`config.mk`:
```
export PLATFORM = sky130hd
export DESIGN_NAME = odt_dyn_seq
export DESIGN_NICKNAME = d
export VERILOG_FILES = /design/src/rtl/odt_seq_pkg.sv /design/src/rtl/odt_pin_drive.sv /design/src/rtl/odt_lag.sv /design/src/rtl/odt_dyn_seq.sv
export SDC_FILE = /design/constraint.sdc
export NUM_CORES = 1
export LEC_CHECK = 0
export BUFFER_PORTS_ARGS = -buffer_cell sky130_fd_sc_hd__buf_4
export CAP_MARGIN = 20
export CORE_MARGIN = 3
export CORE_UTILIZATION = 64
export DETAILED_ROUTE_END_ITERATION = 16
export GPL_TIMING_DRIVEN = 0
export PLACE_DENSITY_LB_ADDON = 0.08
export SLEW_MARGIN = 0
export SYNTH_ARGS = -nofsm -noshare
export SYNTH_HDL_FRONTEND = slang
export SYNTH_SLANG_ARGS = --single-unit
```
`constraint.sdc`:
```
create_clock -name clk -period 7.3 [get_ports clk]
set_clock_uncertainty 0.15 [all_clocks]
set_input_delay 0.73 -clock clk [delete_from_list [all_inputs] [get_ports clk]]
set_output_delay 0.73 -clock clk [all_outputs]
set_load 0.1 [all_outputs]
```
`src/rtl/odt_seq_pkg.sv`:
```
package odt_seq_pkg;

    typedef enum logic [1:0] {
        TERM_OFF = 2'b00,
        TERM_NOM = 2'b01,
        TERM_WR  = 2'b10
    } term_e;

    localparam int BL8_HOLD = 6;
    localparam int BC4_HOLD = 4;
    localparam int MIN_HIGH = 4;

    typedef struct packed {
        logic pin;
        logic wr_act;
    } drive_t;

    function automatic int unsigned hold_load(input logic bl8);
        return bl8 ? BL8_HOLD - 1 : BC4_HOLD - 1;
    endfunction

endpackage

```
`src/rtl/odt_pin_drive.sv`:
```
module odt_pin_drive
    import odt_seq_pkg::*;
(
    input  logic   clk,
    input  logic   rst,
    input  logic   term_req,
    input  logic   wr_cmd,
    input  logic   wr_bl8,
    output drive_t drv,
    output logic   viol
);
    localparam int HOLD_W = $clog2(BL8_HOLD);
    localparam int RUN_W  = $clog2(BL8_HOLD + 1);
    localparam logic [RUN_W-1:0] RUN_MAX = {RUN_W{1'b1}};

    logic [HOLD_W-1:0] hold_q, hold_d, hold_dec, hold_ld;
    logic [RUN_W-1:0]  run_q, run_d, min_q, min_d;
    logic              pin_d, wact_d, viol_d, fall_early;

    always_comb begin
        hold_dec = (hold_q != '0) ? hold_q - 1'b1 : '0;
        hold_ld  = HOLD_W'(hold_load(wr_bl8));
        hold_d   = hold_dec;
        if (wr_cmd && hold_ld > hold_dec) hold_d = hold_ld;
        wact_d   = wr_cmd | (hold_q != '0);
        pin_d    = term_req | wact_d;
        if (!pin_d)             run_d = '0;
        else if (!drv.pin)      run_d = RUN_W'(1);
        else if (run_q == RUN_MAX) run_d = run_q;
        else                    run_d = run_q + 1'b1;
        if (pin_d && !drv.pin)
            min_d = (wr_cmd && wr_bl8) ? RUN_W'(BL8_HOLD) : RUN_W'(MIN_HIGH);
        else
            min_d = min_q;
        fall_early = drv.pin && !pin_d && (run_q < min_q);
        viol_d     = viol | fall_early;
    end

    always_ff @(posedge clk) begin
        if (rst) begin
            hold_q     <= '0;
            run_q      <= '0;
            min_q      <= RUN_W'(MIN_HIGH);
            drv.pin    <= 1'b0;
            drv.wr_act <= 1'b0;
            viol       <= 1'b0;
        end else begin
            hold_q     <= hold_d;
            run_q      <= run_d;
            min_q      <= min_d;
            drv.pin    <= pin_d;
            drv.wr_act <= wact_d;
            viol       <= viol_d;
        end
    end


    wr_pin_chk: assert property (@(posedge clk) disable iff (rst)
        wr_cmd |=> drv.pin);


    hold_pin_chk: assert property (@(posedge clk) disable iff (rst)
        (hold_q != '0) |-> (drv.pin && drv.wr_act));


    viol_sticky_chk: assert property (@(posedge clk) disable iff (rst)
        viol |=> viol);


    early_fall_chk: assert property (@(posedge clk) disable iff (rst)
        $fell(drv.pin) |-> (viol || $past(run_q) >= RUN_W'(MIN_HIGH)));

endmodule

```
`src/rtl/odt_lag.sv`:
```
module odt_lag #(
    parameter int DEPTH = 28,
    localparam int SEL_W = $clog2(DEPTH + 1)
) (
    input  logic             clk,
    input  logic             rst,
    input  logic             din,
    input  logic [SEL_W-1:0] sel,
    output logic             dout
);
    logic [DEPTH:0] tap;

    assign tap[0] = din;

    for (genvar k = 1; k <= DEPTH; k++) begin : g_stage
        always_ff @(posedge clk) begin
            if (rst) tap[k] <= 1'b0;
            else     tap[k] <= tap[k-1];
        end
    end

    assign dout = tap[sel];


    sel_range_chk: assert property (@(posedge clk) disable iff (rst)
        sel <= SEL_W'(DEPTH));

endmodule

```
`src/rtl/odt_dyn_seq.sv`:
```
module odt_dyn_seq
    import odt_seq_pkg::*;
#(
    parameter int LAT_W = 4
) (
    input  logic             clk,
    input  logic             rst,
    input  logic [LAT_W-1:0] cfg_cwl,
    input  logic [LAT_W-1:0] cfg_al,
    input  logic             wr_cmd,
    input  logic             wr_bl8,
    input  logic             term_req,
    output logic             odt_pin,
    output logic [1:0]       term_state,
    output logic             rule_viol
);
    localparam int DEPTH = 2 * ((1 << LAT_W) - 1) - 2;
    localparam int SEL_W = $clog2(DEPTH + 1);

    logic [LAT_W-1:0] cwl_q, al_q;
    logic [LAT_W:0]   wl, dly_full;
    logic [SEL_W-1:0] dly;
    drive_t           drv;
    logic             nom_tap, wr_tap;
    term_e            st;

    always_ff @(posedge clk) begin
        if (rst) begin
            cwl_q <= cfg_cwl;
            al_q  <= cfg_al;
        end
    end

    always_comb begin
        wl       = {1'b0, cwl_q} + {1'b0, al_q};
        dly_full = (wl >= (LAT_W+1)'(2)) ? wl - (LAT_W+1)'(2) : '0;
        dly      = SEL_W'(dly_full);
    end

    odt_pin_drive u_drive (
        .clk      (clk),
        .rst      (rst),
        .term_req (term_req),
        .wr_cmd   (wr_cmd),
        .wr_bl8   (wr_bl8),
        .drv      (drv),
        .viol     (rule_viol)
    );

    odt_lag #(.DEPTH(DEPTH)) u_nom_lag (
        .clk  (clk),
        .rst  (rst),
        .din  (drv.pin),
        .sel  (dly),
        .dout (nom_tap)
    );

    odt_lag #(.DEPTH(DEPTH)) u_wr_lag (
        .clk  (clk),
        .rst  (rst),
        .din  (drv.wr_act),
        .sel  (dly),
        .dout (wr_tap)
    );

    always_comb begin
        if (wr_tap)       st = TERM_WR;
        else if (nom_tap) st = TERM_NOM;
        else              st = TERM_OFF;
    end

    assign odt_pin    = drv.pin;
    assign term_state = st;


    state_legal_chk: assert property (@(posedge clk) disable iff (rst)
        term_state != 2'b11);


    wr_needs_nom_chk: assert property (@(posedge clk) disable iff (rst)
        wr_tap |-> nom_tap);


    cfg_frozen_chk: assert property (@(posedge clk) disable iff (rst)
        !$past(rst) |-> ($stable(cwl_q) && $stable(al_q)));

endmodule

```
# After elaboration in Yosys (flattened, before gate mapping)
# Index checks and enable logic that the tools add are counted.
[word_totals] wordCells=103 input_bits=13 regBits=76 output_inout_bits=4
[classes] n_mux=13 bitwise=5 n_eq_ne=2 n_reduce_logical=10 magnitude_cmp=4 addsub=4
[op_table] operator="binary-select mux 1 bit (select 5 bit)" n=2
[op_table] operator="2-to-1 mux 3 bit" n=3
[op_table] operator="< comparator 5 x 6 -> 1 bit, second input constant" n=1
[op_table] operator="adder 4 x 4 -> 5 bit" n=1
[op_table] operator="greater-or-equal comparator 5 x 2 -> 1 bit, second input constant" n=1
[op_table] operator="logical AND 1 bit" n=5
[op_table] operator="2-to-1 mux 1 bit" n=5
[op_table] operator="2-to-1 mux 5 bit" n=1
[op_table] operator="subtractor 5 x 2 -> 5 bit, second input constant" n=1
[op_table] operator="2-to-1 mux 2 bit" n=2
[op_table] operator="adder 3 x 1 -> 3 bit, second input constant" n=1
[op_table] operator="equality test 3 bit, second input constant" n=1
[op_table] operator="greater-than comparator 3 bit" n=1
[op_table] operator="< comparator 3 bit" n=1
[op_table] operator="bitwise OR 1 bit" n=3
[op_table] operator="nonzero test 3 bit" n=1
[op_table] operator="OR reduction 3 bit" n=1
[op_table] operator="subtractor 3 x 1 -> 3 bit, second input constant" n=1
[op_table] operator="logical NOT 1 bit" n=2
[op_table] operator="!= test 2 bit, second input constant" n=1
[op_table] operator="NOT 1 bit" n=2
[op_table] operator="OR reduction 2 bit" n=1

# Longest topological paths before layout
# Gate-level depths: netlist (run 1).
[depth] ltp_word=7 depth_mapped=17 depth_no_buf=12

# By module
# From an unflattened synthesis (run 1), not the netlist that was laid out.
[unflattened] cells_unflattened=284 hier_area_um2=3135.5
[modules_own_cells] mod="odt_lag" n_inst=2 seq_area_each_um2=560.5 area_per_inst_um2=1033.5 cells_each=90
[modules_own_cells] mod="odt_dyn_seq" n_inst=1 seq_area_each_um2=240.2 area_per_inst_um2=535.5 cells_each=50
[modules_own_cells] mod="odt_pin_drive" n_inst=1 seq_area_each_um2=200.2 area_per_inst_um2=533.0 cells_each=54

# Least setup slack after synthesis (run 1)
# OpenSTA, ideal clock, no wires.
[synth_path] path_type="register to output" start="register cwl_q[0]" end="output term_state[0]" n_path_buf=3 t_required_ns=6.420 t_arrival_ns=4.802 stages_incl_launch_ff=16 setup_slack_ns=1.618 path_cell_list="edfxtp_1 -> ha_1 -> fa_1 -> clkbuf_1 -> inv_1 -> clkbuf_1 -> ha_1 -> or3b_1 -> or4b_1 -> buf_2 -> and2_4 -> and3_4 -> a2111oi_4 -> a211oi_1 -> nor4b_4 -> a2bb2oi_2"
[synth_via] elab_chain_cells=7 word_cells_on_any_way=10 cone_classes="2 x add/sub; 1 x order compare; 7 x mux"
[synth_lines] element="start, declared" line="odt_dyn_seq.sv:20" source="logic [LAT_W-1:0] cwl_q, al_q;"
[synth_lines] element="start signal, assigned" line="odt_dyn_seq.sv:29" source="cwl_q <= cfg_cwl;"
[synth_lines] element="adder 4 x 4 -> 5 bit *" line="odt_dyn_seq.sv:35" source="wl = {1'b0, cwl_q} + {1'b0, al_q};"
[synth_lines] element="subtractor 5 x 2 -> 5 bit / greater-or-equal comparator 5 x 2 -> 1 bit (equally long branches)" line="odt_dyn_seq.sv:36" source="dly_full = (wl >= (LAT_W+1)'(2)) ? wl - (LAT_W+1)'(2) : '0;"
[synth_lines] element="2-to-1 mux 5 bit *" line="odt_dyn_seq.sv:36"
[synth_lines] element="binary-select mux 1 bit (select 5 bit)" line="odt_lag.sv:22" source="assign dout = tap[sel];"
[synth_lines] element="2-to-1 mux 1 bit (implied by the code)" line="odt_lag.sv:22"
[synth_lines] element="2-to-1 mux 1 bit" line="odt_dyn_seq.sv:68" source="else if (nom_tap) st = TERM_NOM;"
[synth_lines] element="2-to-1 mux 2 bit *" line="odt_dyn_seq.sv:67" source="if (wr_tap) st = TERM_WR;"
[synth_lines] element="end, declared" line="odt_dyn_seq.sv:14" source="output logic [1:0] term_state,"
# Mark *: on every way between the ends. The rest lies on a longest branch, timed or not. The select of a mux whose other input is x is not followed.

# Final worst setup path (run 1)
# Ends and elaborated chain as after synthesis.

==> run_results.csv, run 1 <==
group,metric,value,unit
placement,dpl-instance-area,0.00337,mm2
critical_path,crit_required,6420,ps
clocking,cts_setup_buffers,0,
critical_path,critPathMaxFanout,10,
synth,netlist_instances,307,
pwr,power.leakage,0.00145,uW
global_route,use_met2,39.5,%
synth,synth.avg_cell_area,10.3,um2
layout,syn_to_final_growth,12.5,%
die,die_x,76.4,um
drt,viasPerCell,5.71,
global_route,gr-total-overflow,0,
drt,finalWirelength,6410,um
pwr,power_frac_seq,40.1,%
clocking,clk_path_buf_depth,2,
die,coreArea,0.00456,mm2
die,start_util,69.5,%
layout,fin_area,0.00357,mm2
synth,netlist.area_leader.share,41.7,%
layout,utilization,78.2,%
synth,yosysWarnings,0,
critical_path,critPathKind,"reg2out",
synth,synth_area,0.00317,mm2
synth,postSynth.asyncResetShare,0,%
placement,place_congestion,0.884,
placement,place_hpwl,4440,um
die,die_h,76.4,um
clocking,clk_latency,340,ps
global_route,grt_pass1_vias,2343,
sta,hold_violations,0,
pwr,p_total,1060,uW
drt,drt-wirelength-per-cell,15.9,um
layout,diodes,0,
critical_path,r2r_slack,5140,ps
pwr,p_sw,361,uW
synth,netlist_top_cells_count,"dfxtp_1, nor2b_1, nor2_1",
critical_path,start_kind,"register",
sta,tightestPinTransition,735,ps
synth,synth_seq_area_share,49.3,%
global_route,met1_usage,29.4,%
synth,yosysTopAreaCell,"dfxtp_1",
synth,synth-edff-count,8,
synth,ys_seq_elements,74,
clocking,cts_buffers,9,
sta,maxSlewViolCount,0,
run_status,status,"finished, final reports clean",
pwr,pwr-share-comb,30.6,%
global_route,grt_max_degree,13,
sta,fmax,158,MHz
sta,relSlewSlack,49.7,%
sta,tns,0,ps
critical_path,cp_top_family,"buffers and inverters",
sta,rsz0062_at_grt,"no",
drt,first_pass_iters,4,
critical_path,arrival,5450,ps
pwr,ir_worst_vdd,0.223,mV
pwr,p_int,701,uW
critical_path,critPathCaptureType,"output port",
global_route,grt_first_pass_wirelength,11000,um
global_route,track_usage,23.9,%
placement,port_buffers,16,
pwr,power.share.clock,29.2,%
critical_path,path_buf_inv,6,
critical_path,crit_path_top_delay_cell,"fa_1",
synth,synth.distinct_cells,60,
sta,timing.final.crit_share,86.7,%
clocking,hold_buffers,0,
clocking,root_buffer,"clkbuf_8",
drt,drtIter0Drc,167,
pwr,powerDensity,298,mW/mm2
min_path,min_path_type,"reg2reg",
drt,drtAntennaViolNets,0,
synth,synth_most_common_cell,"dfxtp_1",
die,rows,24,
clocking,cts.sinks,74,
critical_path,cpPeakStageDelay,530,ps
clocking,clk_pin_slew,70,ps
critical_path,crit_top_cell,"clkbuf_1",
layout,nets,359,
run,drv_cap,0,
clocking,htree_levels,3,
drt,drcViolationCount,0,
clocking,cts_tree,"built",
synth,synth_top_cells_by_area,"dfxtp_1, nor2b_1, edfxtp_1, mux2i_1, ha_1",
critical_path,cp_cell_sequence,"ha_1, fa_1, clkbuf_1, inv_1, clkbuf_1, ha_1, or3b_1, or4b_1, buf_2, and2_4, clkbuf_1, a2bb2oi_1, o221ai_1, o221ai_1, o211ai_1, a2bb2oi_2, buf_4",
die,boundaryPins,17,
pwr,swShare,34.0,%
synth,synthFlopType,"dfxtp_1",
layout,drive_gt1_share,13.0,%
drt,num_vias,2307,
synth,syn-num-nets,332,
sta,final.min_clock_period,6330,ps
global_route,use_met3,7.45,%
die,dieArea,0.00583,mm2
sta,setup_viol,0,
global_route,grt_antenna_before_repair,0,
global_route,top_usage_layer,"met2",
clocking,ctsResizeCount,0,
-- worst register-to-register path, delay by kind of cell, from the launching register on --
| family | cells | cell delay (ps) |
|---|---|---|
| simple gates | 4 | 490 |
| compound gates | 3 | 520 |
| flops | 1 | 320 |
| buf+inv | 2 | 140 |
| fa+ha+maj | 2 | 430 |
-- layout by cell type, fill, tap and decap left out, drive strengths merged, types with 2 or more instances in the layout --
master   synthesis  routed
nor2b           57      57
dfxtp           66      66
inv             10      10
mux2i           15      15
o21ai            3       3
a2111oi          2       2
mux2             2       2
nand3            3       3
a221oi           4       4
a311o            3       3
and3             3       3
buf              4      20
nand2b           3       3
a32oi            2       2
a2bb2oi          3       3
nor3             4       4
and2             3       3
ha              11      11
or2              2       2
a22oi            2       2
a21oi            9       9
nand2           12      12
o221ai           5       5
nor2            23      23
a211oi           3       3
clkinv           0       4
a21o             3       3
edfxtp           8       8
clkbuf          14      25
o211ai           4       4
-- final timing paths --
check | start | endpoint | cells after the start
worst max-delay path | cwl_q[0] | term_state[0] | 17
worst min-delay path | u_wr_lag.tap[7] | u_wr_lag.tap[8] | 1
worst max register to register | u_drive.hold_q[0] | u_drive.hold_q[2] | 11
worst min register to register | u_wr_lag.tap[7] | u_wr_lag.tap[8] | 1
-- cell families (layout without fill, tap and decap cells) --
family,count (synthesis),after routing,share of synthesized area (%)
flip-flops,74,74,49.3
AND/OR/NAND/NOR,117,117,21.1
XOR/XNOR,2,2,0.553
multiplexers,18,18,6.16
adder cells (fa/ha/maj),12,12,4.97
buffers and inverters,28,60,3.51
AO/OA/AOI/OAI,56,56,14.4
-- layout make-up --
cell class | instances | area (um2)
Clock inverter | 5 | 53.8
Clock buffer | 11 | 141
Timing Repair Buffer | 16 | 120
Buffer | 18 | 73.8
Fill cell | 327 | 997
Sequential cell | 74 | 1560
Multi-Input combinational cell | 205 | 1500
Tap cell | 65 | 81.3
Inverter | 10 | 37.5
-- routing by layer --
| metal | vias up | wire (um) |
|---|---|---|
| met5 | - | 0 |
| met4 | 0 | 82 |
| met3 | 9 | 299 |
| met2 | 52 | 3160 |
| met1 | 1101 | 2870 |
| li1 | 1145 | - |
-- flip-flops by register name, indices dropped and copies added, names as in the netlist --
register / count
u_nom_lag.tap: 28
u_wr_lag.tap: 28
al_q: 4
cwl_q: 4
u_drive.hold_q: 3
u_drive.run_q: 3
u_drive.drv: 2
u_drive.min_q: 1
u_drive.viol: 1
-- stage by stage --
| step | instances | worst slack, ps | hold WS, ps |
|---|---|---|---|
| final | 404 | 968 | 313 |
| after floorplan | 307 | 1620 | 265 |
| after global routing | 404 | 692 | 323 |
| after detailed placement | 388 | 1400 | 299 |
| after global placement | 388 | 1490 | 289 |
| after CTS | 404 | 999 | 311 |
-- power by group through the flow --
stage | combinational, uW | clock, uW | sequential, uW
2_1_floorplan | 245 | 0 | 439
3_3_place_gp | 315 | 0 | 435
3_5_place_dp | 321 | 0 | 436
4_1_cts | 324 | 316 | 426
5_1_grt | 351 | 333 | 428
6_report | 325 | 310 | 426
Note: power is estimated with default switching activity, not from simulation.
==> run 2, diff against run 1 <==
--- a/config.mk
+++ b/config.mk
@@ -7,2 +7,3 @@
 export LEC_CHECK = 0
+export ABC_AREA = 1
 export BUFFER_PORTS_ARGS = -buffer_cell sky130_fd_sc_hd__buf_4
@@ -10,3 +11,3 @@
 export CORE_MARGIN = 3
-export CORE_UTILIZATION = 64
+export CORE_UTILIZATION = 65
 export DETAILED_ROUTE_END_ITERATION = 16
==> constraint.sdc (replaced) <==
create_clock -name clk -period 7.3 [get_ports clk]
set_clock_uncertainty 0.15 [all_clocks]
set_input_delay 1.095 -clock clk [delete_from_list [all_inputs] [get_ports clk]]
set_output_delay 1.095 -clock clk [all_outputs]
set_load 0.1 [all_outputs]
==> run 2 against run 1 <==
  * Final cell count rose by 31%
  * Via count rose by 15%
  * First-iteration DRC count rose by 41%
  * Fmax rose by 31%
  * Worst hold slack got worse by 49 ps
  * Power rose by 3.0%
==> run_results.csv, run 2 <==
group,metric,value,unit
synth,synth_seq_area_share,48.2,%
run,drv_cap,0,
sta,fmax,208,MHz
clocking,cts.sinks,74,
global_route,track_usage,25.1,%
drt,first_pass_iters,4,
clocking,ctsResizeCount,0,
min_path,hold_path_depth,2,
synth,yosys.area_share.simple,28.7,%
clocking,htree_levels,3,
synth,netlist.area_leader.share,40.8,%
pwr,ir_worst_vdd,0.280,mV
synth,synth.distinct_cells,29,
run_status,status,"finished, final reports clean",
clocking,cts_setup_buffers,0,
sta,rsz0062_at_grt,"no",
drt,met3_wirelength,299,um
die,die_h,76.6,um
sta,setup_viol,0,
global_route,grt_antenna_before_repair,0,
synth,synth.avg_cell_area,7.53,um2
synth,synth_top_family_by_area,"simple AND/OR/NAND/NOR gates",
synth,synthAdderAreaFrac,4.87,%
critical_path,start_kind,"register",
synth,synth_most_common_cell,"inv_1",
global_route,grt_pass1_vias,2585,
synth,ys_seq_elements,74,
synth,netlist_instances,430,
critical_path,crit_path_top_delay_cell,"fa_1",
drt,finalWirelength,6550,um
synth,synthXorXnorAreaFrac,0.271,%
synth,syn-num-nets,455,
global_route,gr-total-overflow,0,
placement,port_buffers,16,
drt,drtIter0Drc,236,
layout,mostFrequentLayoutCell,"inv_1",
clocking,root_buffer,"clkbuf_8",
layout,diodes,0,
clocking,clk_pin_slew,70,ps
critical_path,critPathKind,"reg2out",
min_path,min_path_type,"reg2reg",
layout,largestRegisters,"u_nom_lag.tap: 28 flops, u_wr_lag.tap: 28 flops",
die,coreArea,0.00475,mm2
synth,synthFlopType,"dfxtp_1",
layout,utilization,76.1,%
critical_path,crit_required,6050,ps
critical_path,cp_cell_sequence,"ha_1, fa_1, xor2_1, inv_1, ha_1, inv_1, nor2_2, o211ai_4, buf_4, nand3_1, nand3_1, nand3_1, nand3_1, nand3_1, nand2_1, buf_4, buf_4",
critical_path,crit_top_cell,"nand3_1",
placement,dp.cells,513,
sta,tns,0,ps
pwr,power.leakage,0.00155,uW
clocking,cts_tree,"built",
clocking,cts_buffers,9,
sta,final.min_clock_period,4820,ps
drt,wl_met1,3060,um
layout,fill_cells,393,
critical_path,worst_r2r_path_depth,11,
critical_path,critPathMaxFanout,10,
synth,muxShareOfSynthArea,0,%
drt,drt-wirelength-per-cell,12.4,um
placement,place_congestion,0.904,
synth,postSynth.asyncResetShare,0,%
die,start_util,68.1,%
critical_path,cpPeakStageDelay,420,ps
drt,met2_length,3040,um
sta,timing.final.crit_share,66.0,%
clocking,clk_path_buf_depth,2,
die,dieArea,0.00586,mm2
pwr,powerDensity,302,mW/mm2
synth,synth_top_cells_by_area,"dfxtp_1, nand3_1, inv_1, nor2_1, nand2_1",
layout,nets,482,
synth,yosysWarnings,0,
critical_path,critPathCaptureType,"output port",
clocking,clk_latency,340,ps
synth,synth_area,0.00324,mm2
placement,place_hpwl,4560,um
sta,maxSlewViolCount,0,
global_route,grt_first_pass_wirelength,11500,um
drt,highest-signal-layer,"met4",
synth,netlist_top_cells_count,"inv_1, nand3_1, nor2_1",
layout,syn_to_final_growth,11.8,%
synth,synth-edff-count,8,
drt,num_vias,2656,
synth,synth-compound-area-share,4.64,%
die,die_x,76.6,um
sta,hold_violations,0,
layout,layout_common_cells,"inv_1, nor2_1, nand3_1",
layout,multiInputGateArea,0.00125,mm2
drt,drcViolationCount,0,
global_route,grt_max_degree,12,
drt,drtAntennaViolNets,0,
sta,tightestPinTransition,553,ps
layout,fin_cells,529,
sta,relSlewSlack,63.1,%
die,rows,25,
critical_path,arrival,3570,ps
sta,worst_hold_slack,264,ps
layout,ff_latch_area,0.00156,mm2
clocking,hold_buffers,0,
die,boundaryPins,17,
layout,drive_gt1_share,9.96,%
drt,viasPerCell,5.02,
synth,yosysTopAreaCell,"dfxtp_1",
[run 2: worst paths after layout]
path	from	to	slack [ps]
worst max-delay path	cwl_q[0]	term_state[1]	2480
worst min-delay path	u_wr_lag.tap[10]	u_wr_lag.tap[11]	260
worst max register to register	u_drive.hold_q[0]	u_drive.hold_q[2]	5290
worst min register to register	u_wr_lag.tap[10]	u_wr_lag.tap[11]	260
[run 2: layout make-up]
type	count	area share, %
inverters	86	8.92
repair buffers	16	3.32
clock inverters	3	1.11
flip-flops and latches	74	43.1
well taps	67	2.32
clock buffers	13	3.84
multi-input cells	252	34.4
plain buffers	18	2.94
[run 2: cells by family (layout without fill, tap and decap cells)]
family / after synthesis / after routing
AO/OA/AOI/OAI: 24 / 24
flip-flops: 74 / 74
adder cells (fa/ha/maj): 12 / 12
XOR/XNOR: 1 / 1
AND/OR/NAND/NOR: 215 / 215
buffers and inverters: 104 / 136
[run 2: report_power, final]
| group | total (uW) | internal, uW | switching, uW |
|---|---|---|---|
| Sequential | 427 | 421 | 5.82 |
| Combinational | 370 | 116 | 254 |
| Clock | 297 | 157 | 139 |
[run 2: routing by layer]
| layer | global-route usage, % | up-vias |
|---|---|---|
| met5 | 0 | - |
| li1 | - | 1376 |
| met1 | 31.3 | 1215 |
| met3 | 4.37 | 14 |
| met4 | 13.4 | 0 |
| met2 | 41.3 | 51 |
[run 2: worst max-delay path, delay by kind of cell, from the launching register on]
| family | cells | cell delay (ps) |
|---|---|---|
| fa+ha+maj | 3 | 880 |
| buf+inv | 5 | 850 |
| simple gates | 7 | 600 |
| flops | 1 | 370 |
| xor+xnor | 1 | 330 |
| compound gates | 1 | 190 |
[run 2: stage by stage]
step / setup WS, ps / cell area, um2 / total power, uW
2_1_floorplan: 2370 / 3240 / 720
3_3_place_gp: 2890 / 3440 / 799
3_5_place_dp: 2870 / 3440 / 803
4_1_cts: 2480 / 3620 / 1100
5_1_grt: 2220 / 3620 / 1150
6_report: 2480 / 3620 / 1090
